`config.mk`:
```
export PLATFORM = sky130hd
export DESIGN_NAME = rosc_entropy_fifo
export DESIGN_NICKNAME = d
export VERILOG_FILES = /design/src/rtl/rosc_entropy_fifo.sv
export SDC_FILE = /design/constraint.sdc
export NUM_CORES = 2
export LEC_CHECK = 0
export BUFFER_PORTS_ARGS = -buffer_cell sky130_fd_sc_hd__buf_2
export CAP_MARGIN = 20
export CELL_PAD_IN_SITES_DETAIL_PLACEMENT = 1
export CELL_PAD_IN_SITES_GLOBAL_PLACEMENT = 2
export CORE_ASPECT_RATIO = 1.5
export CORE_MARGIN = 2
export CORE_UTILIZATION = 45
export CTS_CLUSTER_SIZE = 30
export DETAILED_ROUTE_END_ITERATION = 8
export HOLD_SLACK_MARGIN = 0.08
export PLACE_DENSITY_LB_ADDON = 0.2
export SYNTH_ARGS = -nofsm -noshare
export SYNTH_HDL_FRONTEND = slang
export SYNTH_SLANG_ARGS = --single-unit
```
`constraint.sdc`:
```
create_clock -name clk -period 9.27 [get_ports clk]
set_input_delay 0 -clock clk [delete_from_list [all_inputs] [get_ports clk]]
set_output_delay 0 -clock clk [all_outputs]
set_load 0.02 [all_outputs]
```
`src/rtl/rosc_entropy_fifo.sv`:
```
module rosc_entropy_fifo #(
  parameter int N_OSC    = 128,
  parameter int GROUP    = 8,
  parameter int DEPTH    = 64,
  parameter int COND_LAT = 81
) (
  input  logic                         clk,
  input  logic                         rst_n,
  input  logic [N_OSC-1:0]             osc_i,
  input  logic                         ctl_we,
  input  logic [5+$clog2(N_OSC/GROUP)-1:0] ctl_wdata,
  input  logic [GROUP*GROUP-1:0]       cond_data,
  output logic                         cond_ack,
  input  logic                         rd_en,
  output logic [GROUP*GROUP-1:0]       rd_data,
  output logic [$clog2(DEPTH):0]       stat_level,
  output logic                         stat_underflow
);
  localparam int WORD_W = GROUP * GROUP;
  localparam int NGRP   = N_OSC / GROUP;
  localparam int GSEL_W = $clog2(NGRP);
  localparam int AW     = $clog2(DEPTH);
  localparam int LW     = AW + 1;
  localparam int SW     = $clog2(GROUP);
  localparam int CW     = $clog2(COND_LAT);
  localparam int ASM_W  = WORD_W - GROUP;

  logic              en_q, ent_q, raw_q;
  logic [GSEL_W-1:0] grp_q;
  logic [SW-1:0]     scnt;
  logic [CW-1:0]     ccnt;
  logic [ASM_W-1:0]  asm_q;
  logic [WORD_W-1:0] mem [DEPTH];
  logic [AW-1:0]     wptr, rptr;
  logic [LW-1:0]     level;

  wire [GSEL_W-1:0] w_grp = ctl_wdata[5 +: GSEL_W];
  wire wr_rst   = ctl_we & (ctl_wdata[3] | ctl_wdata[4]);
  wire restart  = ctl_we & ((w_grp != grp_q) | (ctl_wdata[0] != en_q) |
                            (ctl_wdata[1] != ent_q) | (ctl_wdata[2] != raw_q));
  wire hold     = wr_rst | restart;
  wire full     = (level == LW'(DEPTH));
  wire empty    = (level == '0);
  wire raw_mode = en_q & ent_q & raw_q;
  wire cnd_mode = en_q & ~raw_mode;

  wire [GROUP-1:0] sel = osc_i[grp_q*GROUP +: GROUP];

  wire raw_step = raw_mode & ~full & ~hold;
  wire raw_push = raw_step & (scnt == SW'(GROUP-1));
  wire cnd_step = cnd_mode & ~full & ~hold;
  wire cnd_push = cnd_step & (ccnt == CW'(COND_LAT-1));
  wire push     = raw_push | cnd_push;
  wire pop      = rd_en & ~empty & ~wr_rst;
  wire [WORD_W-1:0] push_data = raw_push ? {sel, asm_q} : cond_data;

  assign cond_ack       = cnd_push;
  assign stat_level     = level;

  always_ff @(posedge clk or negedge rst_n) begin
    if (!rst_n) begin
      en_q  <= 1'b0;
      ent_q <= 1'b0;
      raw_q <= 1'b0;
      grp_q <= '0;
    end else if (wr_rst) begin
      en_q  <= 1'b0;
      ent_q <= 1'b0;
      raw_q <= 1'b0;
      grp_q <= '0;
    end else if (ctl_we) begin
      en_q  <= ctl_wdata[0];
      ent_q <= ctl_wdata[1];
      raw_q <= ctl_wdata[2];
      grp_q <= w_grp;
    end
  end

  always_ff @(posedge clk or negedge rst_n) begin
    if (!rst_n) begin
      scnt  <= '0;
      ccnt  <= '0;
      asm_q <= '0;
    end else begin
      if (hold || !raw_mode) scnt <= '0;
      else if (raw_step) begin
        scnt  <= scnt + SW'(1);
        asm_q <= {sel, asm_q[ASM_W-1:GROUP]};
      end
      if (hold || !cnd_mode) ccnt <= '0;
      else if (cnd_step) ccnt <= cnd_push ? '0 : ccnt + CW'(1);
    end
  end

  always_ff @(posedge clk) begin
    if (push && !wr_rst) mem[wptr] <= push_data;
  end

  always_ff @(posedge clk or negedge rst_n) begin
    if (!rst_n) begin
      wptr           <= '0;
      rptr           <= '0;
      level          <= '0;
      rd_data        <= '0;
      stat_underflow <= 1'b0;
    end else if (wr_rst) begin
      wptr           <= '0;
      rptr           <= '0;
      level          <= '0;
      rd_data        <= '0;
      stat_underflow <= 1'b0;
    end else begin
      if (push) wptr <= wptr + AW'(1);
      if (pop)  rptr <= rptr + AW'(1);
      level <= level + LW'(push) - LW'(pop);
      if (rd_en) begin
        rd_data <= empty ? '0 : mem[rptr];
        if (empty) stat_underflow <= 1'b1;
      end
    end
  end


  level_bound_chk: assert property (@(posedge clk) disable iff (!rst_n)
    stat_level <= LW'(DEPTH));


  full_hold_chk: assert property (@(posedge clk) disable iff (!rst_n)
    (full && !rd_en && !wr_rst) |=> stat_level == LW'(DEPTH));


  empty_read_zero_chk: assert property (@(posedge clk) disable iff (!rst_n)
    (rd_en && empty && !wr_rst) |=> (rd_data == '0) && stat_underflow);


  underflow_sticky_chk: assert property (@(posedge clk) disable iff (!rst_n)
    (stat_underflow && !wr_rst) |=> stat_underflow);


  soft_reset_chk: assert property (@(posedge clk) disable iff (!rst_n)
    wr_rst |=> (stat_level == '0) && !stat_underflow && !cond_ack);


  push_source_chk: assert property (@(posedge clk) disable iff (!rst_n)
    (!wr_rst && !pop && !raw_mode && !cond_ack) |=> stat_level == $past(stat_level));
endmodule

```
==> After elaboration in Yosys (flattened, before gate mapping) <==
Memories as Yosys holds them, arrays and structs flattened.
Index checks and enable logic that the tools add are counted.
{ "word_totals": {"ram_bits": 4096, "output_inout_bits": 73, "ff_bits": 157, "mem_count": 1, "elab_cells": 95} }
{ "classes": {"n_eq_ne": 7, "shift": 1, "n_mux": 27, "addsub": 6, "bitwise_logic": 25, "reduce_logical": 16} }
{ "mem_list": {"columns": ["name", "words", "word_bits", "read_ports", "rd_clocked_by_memory_dff", "write_ports", "line", "text"], "rows": [
  ["mem", 64, 64, 1, 0, 1, "33", "logic [WORD_W-1:0] mem [DEPTH];"]
]} }
{ "op_table": {"columns": ["op", "n"], "rows": [
  ["64-bit 2-to-1 mux", 4],
  ["128-bit by 8-bit indexed part select with 8-bit output", 1],
  ["7-bit 2-to-1 mux", 4],
  ["6-bit 2-to-1 mux", 4],
  ["7-bit equality test (second input constant)", 2],
  ["2-bit nonzero test", 7],
  ["1-bit bitwise AND", 13],
  ["6-bit by 1-bit adder with 6-bit output (second input constant)", 2],
  ["1-bit 2-to-1 mux", 11],
  ["4-bit 2-to-1 mux", 2],
  ["7-bit by 1-bit adder with 7-bit output", 1],
  ["7-bit by 1-bit adder with 7-bit output (second input constant)", 1],
  ["7-bit logical NOT", 1],
  ["7-bit by 1-bit subtractor with 7-bit output", 1],
  ["3-bit 2-to-1 mux", 2],
  ["1-bit NOT", 6],
  ["1-bit bitwise OR", 6],
  ["4-bit inequality test", 1],
  ["2-bit AND reduction", 2],
  ["3-bit by 1-bit adder with 3-bit output (second input constant)", 1],
  ["3-bit equality test (second input constant)", 1],
  ["1-bit logical NOT", 3],
  ["1-bit inequality test", 3],
  ["1-bit logical OR", 2],
  ["1-bit logical AND", 1]
]} }

==> Logic depth before layout (Yosys ltp) <==
{ "logic_depth": {"word_depth": 13, "mapped_depth": 19} }

==> Worst setup path after synthesis <==
OpenSTA, ideal clock, no wires.
{ "synth_path": {"path_kind": "register to register", "from": "register level[4], in the netlist stat_level[4]", "to": "memory mem[47][0] in the netlist's numbering, enable pin", "required_ns": 8.706, "setup_ns": 0.564, "slack_ns": 2.434, "arrival_ns": 6.271, "synth_period_minus_slack_ns": 6.836, "path_stages_with_launch": 9, "cell_sequence": "dfrtp_1 inv_1 ha_1 nor4bb_1 and2_1 buf_2 nor4_4 nand2_1 nor3_1"} }
{ "synth_via": {"elab_chain_len": 9} }
{ "synth_rtl": {"columns": ["element", "line", "text"], "rows": [
  ["start, declared", "35", "logic [LW-1:0] level;"],
  ["start signal, assigned", "115", "level <= level + LW'(push) - LW'(pop);"],
  ["7-bit equality test *", "42", "wire full = (level == LW'(DEPTH));"],
  ["1-bit NOT *", "49, 51", null],
  ["1-bit bitwise AND (on tied branches) (2 in a row)", "49, 51", null],
  ["1-bit bitwise AND (on tied branches)", "50, 52", null],
  ["1-bit bitwise OR *", "53", "wire push = raw_push | cnd_push;"],
  ["1-bit logical AND *", "96", "if (push && !wr_rst) mem[wptr] <= push_data;"],
  ["1-bit 2-to-1 mux *", "96", null],
  ["1-bit 2-to-1 mux (implied by the code) *", "96", null],
  ["end, declared", "33", null]
]} }
Every way passes the cells marked *; elsewhere a longest branch is shown, timed or not.

==> Final worst setup path <==
{ "layout_path": {"from": "register level[5], in the netlist stat_level[5]", "to": "register level[6], in the netlist stat_level[6]"} }
{ "layout_via": {"elab_chain_len": 9} }
{ "layout_rtl": {"columns": ["element", "line", "text"], "rows": [
  ["7-bit equality test", "42", null],
  ["1-bit NOT", "49, 51", null],
  ["1-bit bitwise AND (on tied branches) (2 in a row)", "49, 51", null],
  ["1-bit bitwise AND (on tied branches)", "50, 52", null],
  ["1-bit bitwise OR", "53", null],
  ["7-bit by 1-bit adder with 7-bit output", "115", null],
  ["7-bit by 1-bit subtractor with 7-bit output *", "115", null],
  ["7-bit 2-to-1 mux *", "106", "end else if (wr_rst) begin"]
]} }
Marks and branches as above.
A chain may end at the register's enable or synchronous reset.

==> summary.md <==
| Metric | Value |
|---|---|
| Status | `finished clean` |
| Adder and majority cell fraction of the synthesized area | `0.126%` |
| Via count | `85000` |
| Setup Crit Path Kind | `reg -> reg` |
| Area grow syn2layout | `13.8%` |
| Final net count | `8456` |
| Sequential cell fraction of total power | `between 40% and 50%` |
| Area of the multi-input gates | `~0.036 mm²` |
| Max-slew violation total from the final report | `0` |
| Clock Tree Root | `sky130_fd_sc_hd__clkbuf_16` |
| Final setup violation count | `0` |
| Cell class contributing the biggest share of worst-path delay | `buffers and inverters` |
| Period utilisation layout | `61.9%` |
| Register clock-pin slew on the reported worst setup and hold paths | `0.07 ns` |
| Simple-Gate Fraction of Synth Area | `around 1.2%` |
| Number of buffers created by CTS | `394` |
| Final cell count without fillers | `13400` |
| Unrepaired setup endpoints after global routing | `no` |
| Maximum cell stage delay along the critical path | `0.84 ns` |
| Final Critical Period | `5.74 ns` |
| Power share of the combinational group | `21.1%` |
| Area post-placement | `0.173 mm²` |
| Via-to-Cell Ratio | `about 6.4` |
| Critical path capture point type | `register` |
| Remaining DRCs | `0` |
| Worst vdd rail ir drop | `0.203 mV` |
| Cell types with the largest area share after synthesis | `sky130_fd_sc_hd__edfxtp_1, sky130_fd_sc_hd__mux4_2, sky130_fd_sc_hd__mux2i_1` |
| Cell count after placement | `12500` |
| Average cell area after synthesis | `about 22 µm²` |
| Share of cells above drive strength 1 | `26.7%` |
| List of cells traversed by the critical path | `inv_1 > ha_1 > nor4bb_1 > a21boi_1 > nand2_2 > buf_4 > clkinv_2 > ha_1 > inv_1 > ha_1 > inv_1 > fa_1 > nand2b_1 > a21oi_1 > o21ai_0 > a21oi_1 > or3_1 > a21oi_1` |
| Setup clock skew after layout | `0.0520 ns` |
| First-iteration detailed-routing DRC count | `10500` |
| Critical path's slowest cell | `sky130_fd_sc_hd__clkinv_2` |
| Clock power share | `between 30% and 40%` |
| Most instantiated library cell after synthesis | `sky130_fd_sc_hd__edfxtp_1` |
| Layout filler cell count | `32000` |
| H-tree lvl count | `5` |
| Dominant register cell in the synthesized netlist | `sky130_fd_sc_hd__edfxtp_1` |
| Data required time at the worst endpoint | `approximately 10 ns` |
| Number of detailed-routing iterations run before antenna repair | `6` |
| Routability congestion estimate | `0.819` |
| Buffers added on ports | `between 200 and 300` |
| Number of buffers and inverters on the critical path | `5` |
| Yosys warning total | `0` |
| CTS Sinks | `4253` |
| Worst slew margin | `19.6%` |
| Clock latency reported for the late side of the worst-skew pair | `0.96 ns` |
| Post-synthesis async set-or-reset flop share | `3.69%` |
| Count of flip-flops with a built-in enable after synthesis | `4096` |
| Wire length per cell | `39.6 µm` |
| Resized cells post-CTS | `0` |
| Number of instances in the synthesized netlist | `7596` |
| Most common library cells after synthesis | `sky130_fd_sc_hd__edfxtp_1, sky130_fd_sc_hd__mux4_2, sky130_fd_sc_hd__mux2i_1, sky130_fd_sc_hd__a22oi_1, sky130_fd_sc_hd__mux2_2` |
| Number of top-level design ports | `278` |
| Net load switching power | `~13 mW` |
| Achievable Freq | `174 MHz` |
| Launching element type of the critical path | `register` |
| Fin. Hold Viols | `0` |
| Number of unique standard cell types used by synthesis | `66` |
| Max Fanout on Critical Path | `28` |
| Detailed Place HPWL | `slightly above 300 mm` |
| Count of standard-cell rows | `between 200 and 300` |
| Total routing usage reported by global routing | `28.4%` |
| Top cell type by total area after synthesis | `sky130_fd_sc_hd__edfxtp_1` |
| Flops & latches, synth | `about 4300` |
| Largest net degree at the start of global routing | `123` |
| Switching share of total power | `between 20% and 30%` |
| Final Instance Area | `0.187 mm²` |
| Leakage power summed over all cells | `58.8 nW` |
| Vertical extent of the die | `745 µm` |
| Post-synthesis net count | `7817` |
| Post-synthesis mux area share | `around 17%` |
| Tightest Pin Transition | `1.21 ns` |
| CTS tree | `built` |
| Path category of the worst min-delay check | `in -> reg` |
| Area of the core region | `0.365 mm²` |
| Number of global-route vias before repair | `88200` |
| Die W | `498 µm` |
| Area fraction in compound gates after synthesis | `3.01%` |
| Fraction of synthesized cell area taken by the top area cell type | `~75%` |
| Power Internal | `35.1 mW` |
| Worst hold slack | `around 0.099 ns` |
| Setup tns final | `0 ns` |
| Combinational family with the most area after synthesis | `multiplexers` |
| CTS hold repair buffers | `100` |
| Maximum Capacitance Violations | `0` |
| Share of the synthesized netlist area taken by xor and xnor gates | `0.0905%` |
| Die Outline Area | `0.371 mm²` |
| Clk buf depth | `4` |
| Area of the mapped netlist | `0.165 mm²` |
| CP Data Arrival Time | `6.55 ns` |
| Register cell area after layout | `0.127 mm²` |
| Number of antenna violations at the first check in global routing | `42` |
| Routed WL | `529 mm` |
| Leftover overflow at the end of global routing | `0` |
| Power density cells | `259 mW/mm²` |
| Number of setup buffers added after CTS | `0` |
| Residual antenna-violating net count after detailed routing | `0` |
| Wire length of the first global-routing pass | `between 700 and 800 mm` |
| Effective utilization at floorplan | `45.1%` |
| Proportion of synthesized chip area in sequential cells | `77.1%` |
[cell usage in the layout, fill, tap and decap left out, types with 88 or more instances in the layout]
cell type                          n
sky130_fd_sc_hd__a21oi_1         112
sky130_fd_sc_hd__o22ai_1         109
sky130_fd_sc_hd__a22oi_1         223
sky130_fd_sc_hd__edfxtp_1       4096
sky130_fd_sc_hd__clkbuf_16       401
sky130_fd_sc_hd__mux4_2          876
sky130_fd_sc_hd__buf_4           248
sky130_fd_sc_hd__mux2i_1         643
sky130_fd_sc_hd__mux2_2          157
sky130_fd_sc_hd__dfrtp_1         150
sky130_fd_sc_hd__nand2_1         131
sky130_fd_sc_hd__clkbuf_1         88
sky130_fd_sc_hd__dlygate4sd3_1   108
sky130_fd_sc_hd__o21ai_0         107
sky130_fd_sc_hd__buf_2           276
[layout make-up]
cell class,instances,share of cell area (%)
diodes,15,0.0200
inverters,28,0.0581
clock buffers,515,5.72
flip-flops and latches,4253,67.8
multi-input cells,2877,19.1
well taps,4795,3.20
repair buffers,681,2.84
clock inverters,205,1.24
[cells by family (layout without fill, tap and decap cells)]
kind of cell	count (synthesis)	count (layout)
adder cells (fa/ha/maj)	16	16
AO/OA/AOI/OAI	745	745
other	0	15
buffers and inverters	466	1429
multiplexers	1677	1677
AND/OR/NAND/NOR	422	422
flip-flops	4253	4253
XOR/XNOR	17	17
[per-stage QoR]
step           power [mW]  utilization, %  worst slack [ns]
2_1_floorplan        28.8               -              2.43
3_3_place_gp         32.0            47.4              2.87
3_5_place_dp         32.1            47.4              2.81
4_1_cts              48.8            51.2              2.78
5_1_grt              49.8            51.3              3.21
6_report             48.4            51.3              3.53
[power groups by stage]
stage               combinational (mW)  sequential (mW)  clock (mW)
global route                      10.8             21.5        17.6
detailed placement                10.2             21.9           0
CTS                               10.3             21.5        17.0
floorplan                         7.04             21.8           0
global placement                  10.1             21.9           0
finish                            10.2             21.5        16.8
[per-layer routing]
metal  track usage (%)  part of all wire (%)
met2              48.0                    50
met1              38.0                    39
met4              9.23                   3.6
met5                 0                 0.011
met3              4.27                   7.7
[registers in the layout (all words and copies together) (netlist names), 3 cells and up]
name,count
stat_level,7
wptr,6
asm_q,56
ccnt,7
rptr,6
mem,4096
grp_q,4
rd_data,64
scnt,3
[final timing paths]
check | endpoint | slack (ns) | startpoint | cells after the start
worst max-delay path | stat_level[6]$_DFF_PN0_ | 3.53 | stat_level[5]$_DFF_PN0_ | 18
worst min-delay path | mem[44][9]$_DFFE_PP_ | 0.1 | cond_data[9] | 2
worst max register to register | stat_level[6]$_DFF_PN0_ | 3.53 | stat_level[5]$_DFF_PN0_ | 18
worst min register to register | rd_data[49]$_DFFE_PN0P_ | 0.48 | rd_data[49]$_DFFE_PN0P_ | 2
max in group asynchronous | rd_data[47]$_DFFE_PN0P_ | 7.47 | rst_n | 5
min in group asynchronous | rd_data[14]$_DFFE_PN0P_ | 0.28 | rst_n | 4
Power figures use the tool's default switching activity.
